`config.mk`:
```
export PLATFORM = sky130hd
export DESIGN_NAME = victim_cache
export DESIGN_NICKNAME = d
export VERILOG_FILES = /design/src/rtl/victim_pkg.sv /design/src/rtl/vc_match.sv /design/src/rtl/vc_alloc.sv /design/src/rtl/victim_cache.sv
export SDC_FILE = /design/constraint.sdc
export NUM_CORES = 1
export LEC_CHECK = 0
export ABC_AREA = 1
export BUFFER_PORTS_ARGS = -buffer_cell sky130_fd_sc_hd__buf_2
export CAP_MARGIN = 20
export CORE_UTILIZATION = 54
export CTS_BUF_LIST = sky130_fd_sc_hd__clkbuf_8
export CTS_CLUSTER_SIZE = 14
export DETAILED_ROUTE_END_ITERATION = 6
export GPL_ROUTABILITY_DRIVEN = 0
export MAX_ROUTING_LAYER = met4
export PLACE_DENSITY = 0.85
export SYNTH_ARGS = -nofsm -noshare
export SYNTH_HDL_FRONTEND = slang
export SYNTH_HIERARCHICAL = 1
export SYNTH_SLANG_ARGS = --single-unit
```
`constraint.sdc`:
```
create_clock -name clk -period 2.9 [get_ports clk]
set_input_delay 0.29 -clock clk [delete_from_list [all_inputs] [get_ports clk]]
set_output_delay 0.29 -clock clk [all_outputs]
set_load 0.01 [all_outputs]
```
`src/rtl/victim_pkg.sv`:
```
package victim_pkg;

    typedef enum logic [1:0] {
        OCC_EMPTY   = 2'd0,
        OCC_PARTIAL = 2'd1,
        OCC_FULL    = 2'd2
    } occ_e;

endpackage

```
`src/rtl/vc_match.sv`:
```
module vc_match #(
    parameter int ENTRIES = 4,
    parameter int ADDR_W  = 12
) (
    input  logic [ENTRIES-1:0]             valid_i,
    input  logic [ENTRIES-1:0][ADDR_W-1:0] tag_i,
    input  logic [ADDR_W-1:0]              addr_i,
    output logic [ENTRIES-1:0]             match_o
);

    // One comparator per entry, all evaluated in parallel.
    for (genvar g = 0; g < ENTRIES; g++) begin : g_cmp
        assign match_o[g] = valid_i[g] && (tag_i[g] == addr_i);
    end

endmodule

```
`src/rtl/vc_alloc.sv`:
```
module vc_alloc #(
    parameter int ENTRIES = 4,
    parameter int IDX_W   = 2
) (
    input  logic [ENTRIES-1:0] valid_i,
    input  logic [IDX_W-1:0]   ptr_i,
    input  logic               full_i,
    output logic [IDX_W-1:0]   slot_o
);

    logic [IDX_W-1:0] free_idx;

    // Lowest-indexed invalid entry wins.
    always_comb begin
        free_idx = '0;
        for (int i = ENTRIES - 1; i >= 0; i--) begin
            if (!valid_i[i]) begin
                free_idx = IDX_W'(i);
            end
        end
    end

    assign slot_o = full_i ? ptr_i : free_idx;

endmodule

```
`src/rtl/victim_cache.sv`:
```
module victim_cache
    import victim_pkg::*;
#(
    parameter int ENTRIES = 4,
    parameter int ADDR_W  = 12,
    parameter int LINE_W  = 32
) (
    input  logic              clk,
    input  logic              rst_n,
    input  logic              flush_i,
    input  logic              req_valid_i,
    input  logic [ADDR_W-1:0] req_addr_i,
    input  logic              evict_valid_i,
    input  logic [ADDR_W-1:0] evict_addr_i,
    input  logic [LINE_W-1:0] evict_data_i,
    output logic              hit_o,
    output logic [LINE_W-1:0] hit_data_o,
    output logic              miss_fwd_o,
    output logic [ADDR_W-1:0] miss_addr_o
);

    localparam int IDX_W = (ENTRIES > 1) ? $clog2(ENTRIES) : 1;
    localparam int CNT_W = $clog2(ENTRIES + 1);

    logic [ENTRIES-1:0]             valid_q, valid_d;
    logic [ENTRIES-1:0][ADDR_W-1:0] tag_q;
    logic [ENTRIES-1:0][LINE_W-1:0] data_q;
    logic [IDX_W-1:0]               ptr_q, ptr_d;
    occ_e                           state_q, state_d;

    logic [ENTRIES-1:0] match;
    logic [IDX_W-1:0]   hit_idx;
    logic [IDX_W-1:0]   alloc_idx;
    logic [IDX_W-1:0]   wr_idx;
    logic               any_match;
    logic               buf_full;
    logic               do_swap, do_take, do_ins, wr_en;
    logic [CNT_W-1:0]   cnt_d;

    vc_match #(.ENTRIES(ENTRIES), .ADDR_W(ADDR_W)) u_match (
        .valid_i (valid_q),
        .tag_i   (tag_q),
        .addr_i  (req_addr_i),
        .match_o (match)
    );

    vc_alloc #(.ENTRIES(ENTRIES), .IDX_W(IDX_W)) u_alloc (
        .valid_i (valid_q),
        .ptr_i   (ptr_q),
        .full_i  (buf_full),
        .slot_o  (alloc_idx)
    );

    // Hit index and data mux
    always_comb begin
        hit_idx    = '0;
        hit_data_o = '0;
        for (int i = 0; i < ENTRIES; i++) begin
            if (match[i]) begin
                hit_idx    = IDX_W'(i);
                hit_data_o = hit_data_o | data_q[i];
            end
        end
        if (!req_valid_i) begin
            hit_data_o = '0;
        end
    end

    assign any_match   = |match;
    assign hit_o       = req_valid_i && any_match;
    assign miss_fwd_o  = req_valid_i && !any_match;
    assign miss_addr_o = miss_fwd_o ? req_addr_i : '0;

    // Outputs of the occupancy state machine
    always_comb begin
        buf_full = 1'b0;
        unique case (state_q)
            OCC_EMPTY:   buf_full = 1'b0;
            OCC_PARTIAL: buf_full = 1'b0;
            OCC_FULL:    buf_full = 1'b1;
            default:     buf_full = 1'b0;
        endcase
    end

    // Next-state of entries, pointer and occupancy
    always_comb begin
        do_swap = hit_o && evict_valid_i;
        do_take = hit_o && !evict_valid_i;
        do_ins  = !hit_o && evict_valid_i;
        wr_en   = (do_swap || do_ins) && !flush_i;
        wr_idx  = hit_o ? hit_idx : alloc_idx;

        valid_d = valid_q;
        ptr_d   = ptr_q;
        if (flush_i) begin
            valid_d = '0;
            ptr_d   = '0;
        end else begin
            if (wr_en) begin
                valid_d[wr_idx] = 1'b1;
            end else if (do_take) begin
                valid_d[hit_idx] = 1'b0;
            end
            if (do_ins && buf_full) begin
                ptr_d = (ptr_q == IDX_W'(ENTRIES - 1)) ? '0 : ptr_q + 1'b1;
            end
        end

        cnt_d = '0;
        for (int i = 0; i < ENTRIES; i++) begin
            cnt_d = cnt_d + CNT_W'(valid_d[i]);
        end
        if (cnt_d == '0) begin
            state_d = OCC_EMPTY;
        end else if (cnt_d == CNT_W'(ENTRIES)) begin
            state_d = OCC_FULL;
        end else begin
            state_d = OCC_PARTIAL;
        end
    end

    // State register
    always_ff @(posedge clk) begin
        if (!rst_n) begin
            state_q <= OCC_EMPTY;
            valid_q <= '0;
            ptr_q   <= '0;
        end else begin
            state_q <= state_d;
            valid_q <= valid_d;
            ptr_q   <= ptr_d;
        end
    end

    // Line storage
    always_ff @(posedge clk) begin
        if (wr_en) begin
            tag_q[wr_idx]  <= evict_addr_i;
            data_q[wr_idx] <= evict_data_i;
        end
    end


    hit_or_fwd_chk: assert property (@(posedge clk) disable iff (!rst_n)
        req_valid_i |-> (hit_o ^ miss_fwd_o));


    single_match_chk: assert property (@(posedge clk) disable iff (!rst_n)
        $onehot0(match));


    flush_clears_chk: assert property (@(posedge clk) disable iff (!rst_n)
        flush_i |=> (valid_q == '0 && state_q == OCC_EMPTY && ptr_q == '0));


    full_state_chk: assert property (@(posedge clk) disable iff (!rst_n)
        (state_q == OCC_FULL) == ($countones(valid_q) == ENTRIES));


    empty_state_chk: assert property (@(posedge clk) disable iff (!rst_n)
        (state_q == OCC_EMPTY) == (valid_q == '0));


    ptr_hold_chk: assert property (@(posedge clk) disable iff (!rst_n)
        (!flush_i && !(do_ins && buf_full)) |=> $stable(ptr_q));


    take_frees_chk: assert property (@(posedge clk) disable iff (!rst_n)
        (do_take && !flush_i) |=> !valid_q[$past(hit_idx)]);

endmodule

```
Word-level counts from Yosys, hierarchy flattened
Cells that the tools add are included.
Word-level totals
  bits in registers: 184
  input port bits: 61
  output and inout bits: 46
  word-level logic and storage cells: 86
Cells by class
  add/sub/neg operators: 4
  order comparisons: 4
  equal/unequal tests: 7
  mux-type cells: 31
  bitwise gates (word level): 7
  reductions and logical operators: 22
Operators by type and width (count)
  32-bit two-way mux: 6
  128-bit bitwise mux: 1
  32-bit OR: 3
  32-bit demux with 2-bit select: 1
  48-bit bitwise mux: 1
  12-bit equality test: 4
  12-bit demux with 2-bit select: 1
  12-bit two-way mux: 2
  2-bit two-way mux: 10
  1-bit logical AND: 13
  4-bit two-way mux: 3
  2-bit by 3-bit less-than comparator with 1-bit output, second input constant: 2
  4-bit bitwise AND: 1
  1-bit demux with 2-bit select: 2
  2-bit equality test, second input constant: 2
  2-bit by 1-bit greater-or-equal comparator with 1-bit output, second input constant: 2
  1-bit logical NOT: 4
  1-bit two-way mux: 4
  4-bit inverter: 1
  4-bit OR: 1
  2-bit OR reduction: 2
  4-bit OR reduction: 1
  2-bit by 1-bit adder with 3-bit output: 1
  3-bit by 1-bit adder with 3-bit output: 1
  6 further kinds: 6

Longest topological paths before layout
  depth after elaboration: 19
  depth in mapped cells: 23
  gate-level depth less buffers: 22

By module
Netlist, hierarchy kept.
By module, submodules not included
  victim_cache: times used 1, cells an instance 467, area an instance 6802.8 um^2, sequential area each 5445.2 um^2
  vc_match: times used 1, cells an instance 171, area an instance 780.7 um^2, sequential area each 0.0 um^2
  vc_alloc: times used 1, cells an instance 12, area an instance 48.8 um^2, sequential area each 0.0 um^2

Least setup slack after synthesis
Ideal clock, no wire load.
  path kind: input port to flip-flop
  from: in req_addr_i[2]
  to: reg state_q[1]
  setup time: 0.059 ns
  arrival time: 2.791 ns
  data required time: 2.841 ns
  slack: 0.049 ns
  stages on the path: 20
  buffers on the path: 2
  cell sequence: buf_4 > nand2_1 > o21ai_0 > nor2_1 > nand3_1 > nor2_2 > buf_4 > inv_1 > a21oi_1 > nand3_1 > nand2_1 > nand3_1 > nand2_1 > nand2_1 > fa_1 > inv_1 > ha_1 > ha_1 > nor2_1 > and3_1
RTL lines
  start: declaration: RTL line victim_cache.sv:12  | input logic [ADDR_W-1:0] req_addr_i,
  12-bit equality test *: RTL line vc_match.sv:13  | assign match_o[g] = valid_i[g] && (tag_i[g] == addr_i);
  1-bit logical AND *: RTL line vc_match.sv:13
  net match[2]: RTL line victim_cache.sv:31  | logic [ENTRIES-1:0] match;
  2-bit two-way mux (2 in a row): RTL line victim_cache.sv:59  | if (match[i]) begin
  2-bit by 3-bit less-than comparator with 1-bit output (implied by the code) or 2-bit by 1-bit greater-or-equal comparator with 1-bit output (tied branches): RTL line victim_cache.sv:102  | valid_d[hit_idx] = 1'b0;
  1-bit logical AND (implied by the code): RTL line victim_cache.sv:102
  1-bit two-way mux (implied by the code): RTL line victim_cache.sv:102
  1-bit demux with 2-bit select: RTL line victim_cache.sv:102
  (+2 left out)
  4-bit two-way mux: RTL line victim_cache.sv:101  | end else if (do_take) begin
  4-bit two-way mux *: RTL line victim_cache.sv:99  | if (wr_en) begin
  4-bit two-way mux *: RTL line victim_cache.sv:95  | if (flush_i) begin
  1-bit by 1-bit adder with 2-bit output: RTL line victim_cache.sv:111  | cnt_d = cnt_d + CNT_W'(valid_d[i]);
  2-bit by 1-bit adder with 3-bit output: RTL line victim_cache.sv:111
  3-bit by 1-bit adder with 3-bit output *: RTL line victim_cache.sv:111
  3-bit equality test or 3-bit logical NOT (tied branches): RTL line victim_cache.sv:115, victim_cache.sv:113
  2-bit two-way mux or 2-bit OR reduction (tied branches)
  end signal: assignment: RTL line victim_cache.sv:129  | state_q <= state_d;
  end: declaration: RTL line victim_cache.sv:29  | occ_e state_q, state_d;
Mark *: on every way through the listed nets, which the timed path passes. The rest lies on a longest branch.
A chain may end at the register's enable or synchronous reset.

Worst setup path in the final report
  from: reg tag_q[31] in the netlist's numbering
  to: reg tag_q[0] in the netlist's numbering (enable)
On the way
  word-level cells in the longest chain between the ends: 8
RTL lines
  start: declaration: RTL line victim_cache.sv:26  | logic [ENTRIES-1:0][ADDR_W-1:0] tag_q;
  start signal: indexed assignment: RTL line victim_cache.sv:138  | tag_q[wr_idx] <= evict_addr_i;
  12-bit equality test *: RTL line vc_match.sv:13
  1-bit logical AND *: RTL line vc_match.sv:13
  net match[2]: RTL line victim_cache.sv:31
  4-bit OR reduction *: RTL line victim_cache.sv:69  | assign any_match = |match;
  1-bit logical AND *: RTL line victim_cache.sv:70  | assign hit_o = req_valid_i && any_match;
  1-bit logical NOT: RTL line victim_cache.sv:89  | do_ins = !hit_o && evict_valid_i;
  1-bit logical AND: RTL line victim_cache.sv:89
  1-bit logical OR *: RTL line victim_cache.sv:90  | wr_en = (do_swap || do_ins) && !flush_i;
  1-bit logical AND *: RTL line victim_cache.sv:90
Marked as above.

==> reports/qor.csv <==
metric;value;unit
status;finished, violations left;
failing checks;setup timing;
Syn Inst Count;650;
share of cells above drive strength 1;30.3;%
Post-Syn Area;7630;µm²
grt total ovfl;0;
most common library cells after synthesis;217 x nand2_1, 176 x edfxtp_1, 59 x inv_1;
DP Worst Slack;-0.328;ns
number of I/O pins;107;
worst vdd ir;0.417;mV
nets;875;
Sequential Power Share;58.0;%
Max clock buf depth;2;
Rel. slew slack;76.4;%
First-pass DRT Iterations;5;
largest net degree at the start of global routing;33;
Int Power;0.00407;W
Clk Latency, worst-skew pair;0.46;ns
Die Width;121;µm
CTS Buf Count;17;
first-pass GRT wire length;25200;µm
# diodes;0;
CTS tree;done;
DP Wirelength;10500;µm
hold_buf cts;0;
GRT Util Overall;24.1;%
HP Class;in2reg;
dpl cells;951;
Root Buffer;clkbuf_8;
DRT antenna net count;0;
pwr/cell area;533;nW/µm²
drt via density;5.51;
count of input and output buffers;106;
Comb pwr share;5.4;%
Crit. End Element;flip-flop;
via count;5517;
final hold vios;0;
Net Switching;0.00103;W
Synth Flop Type;edfxtp_1;
Post-Syn Nets;715;
# setup viols final;46;
Max-Cap Viols;0;
FF-to-FF setup slack;-0.17;ns
Avg Cell Area, Syn;11.7;µm²
Fin Clk Skew;0.00993;ns
leakage;3.61;nW
Synth area leaders;edfxtp_1 69%, nand2_1 11%, a41oi_1 3.7%;
Rows;43;
CP Max Fanout;8;
Sink Count;184;
Synth warnings;6;
Post-synth EDFFs;176;
min Tclk post-route;3.07;ns
asr flop ratio synth;0;%
DR WL/cell;17.6;µm
top-count cell post-synth;nand2_1;
Startpoint Class;flip-flop;
Die Y;121;µm
clock power share;36.7;%
Layout area overhead;25.2;%
RSZ-0062 raised after global routing;yes;
antenna violations before repair;0;
final cycle utilization of the critical path;106;%
Starting Density;55.2;%
Die Footprint;14600;µm²
Worst EP required;3.08;ns
fin cells;1002;
Sw Share;20.1;%
FF+latch count, synth;184;
WL final;17700;µm
Max Freq;325;MHz
Worst Tran Pin Value;0.354;ns
Synth cell types;28;
setup TNS;-5.32;ns
Data arrival, critical path;3.26;ns
H-tree Lvls;4;
Crit Path Category;reg2reg;
sequential area share after synthesis;71.3;%
top cell type's share of synthesized area;69.2;%
hold slack;0.0400;ns
max-slew violations;0;
DR iter-0 viols;476;
Core Region;13800;µm²
vias in the first global route;5144;
area leader, netlist;edfxtp_1;
final worst slack;-0.173;ns
# DRC;0;
clock transition at the registers of the reported paths;0.09;ns
Power Total;0.00509;W
-- what timing repair did --
item,in CTS,in global routing
gates resized for setup,21,36
cloned,0,6
setup buffers,8,6
pin swaps,4,18
endpoints found under the setup margin,5,74
-- kinds of logic (layout without fill, tap and decap cells) --
kind of cell / count (synthesis) / count (layout) / share of synthesized area (%)
flip-flops: 184 / 184 / 71.3
buffers and inverters: 92 / 264 / 4.80
AND/OR/NAND/NOR: 285 / 285 / 15.0
adder cells (fa/ha/maj): 4 / 4 / 0.754
AO/OA/AOI/OAI: 68 / 68 / 6.16
XOR/XNOR: 17 / 17 / 1.95
-- metrics by stage --
stage / util (%) / area [µm²]
after floorplan: - / 7630
after global placement: 62.5 / 8640
after global routing: 69.1 / 9550
after CTS: 66.8 / 9230
after detailed placement: 62.5 / 8640
final: 69.1 / 9550
-- layout by cell type, fill, tap and decap left out, drive strengths merged --
cell | netlist | layout
nor2 | 50 | 50
edfxtp | 176 | 176
and3 | 1 | 1
a41oi | 32 | 32
bufinv | 0 | 5
xor2 | 6 | 6
clkinvlp | 0 | 1
fa | 1 | 1
ha | 3 | 3
clkbuf | 13 | 21
dfxtp | 8 | 8
xnor2 | 11 | 11
buf | 8 | 158
inv | 69 | 69
a21boi | 4 | 4
nand2 | 219 | 219
a21oi | 8 | 8
o21ai | 24 | 24
nand3 | 14 | 14
nand4 | 1 | 1
clkinv | 2 | 10
-- power by group through the flow --
stage,clock (W),combinational [W],sequential [W]
floorplan,0,0.0000893,0.00301
global placement,0,0.000210,0.00301
detailed placement,0,0.000216,0.00301
CTS,0.00188,0.000228,0.00295
global route,0.00197,0.000295,0.00296
finish,0.00187,0.000273,0.00295
-- worst max-delay path, cell delays in order (launching register included) --
cell and delay (ns):
edfxtp_1 0.39, a21boi_0 0.17, nand2_1 0.08, nor2_2 0.15
nand2_2 0.10, nor2_4 0.15, buf_6 0.13, inv_4 0.04
a21oi_4 0.16, nand3_2 0.09, nand2_2 0.10, nand3_2 0.09
buf_4 0.15, buf_4 0.12, buf_4 0.12, buf_4 0.12
buf_4 0.12, buf_4 0.16, clkinv_8 0.11, buf_4 0.13
buf_6 0.10
-- flip-flops by register name, indices dropped and copies added (netlist names) --
signal and cells:
valid_q 4, tag_q 48, data_q 128, ptr_q 2, state_q 2
-- layout make-up --
class	count	area (µm²)
flip-flops and latches	184	5450
fillers	856	4270
multi-input cells	374	2000
repair buffers	162	1170
inverters	71	282
clock buffers	17	234
well taps	180	225
clock inverters	14	205
-- per-layer routing --
metal	vias to the layer above	track usage, %	share of wire, %
met1	2635	30.1	39
met4	0	10.9	3.3
li1	2536	-	-
met5	-	-	0
met2	293	38.1	49
met3	53	5.17	8.4
-- path summary, 6_finish.rpt --
check                           depth (start not counted)             start    endpoint
worst min register to register                          2          ptr_q[0]    ptr_q[0]
worst max-delay path                                   20         tag_q[31]    tag_q[0]
worst min-delay path                                    1  evict_data_i[18]  data_q[82]
worst max register to register                         20         tag_q[31]    tag_q[0]
Power figures use the tool's default switching activity.
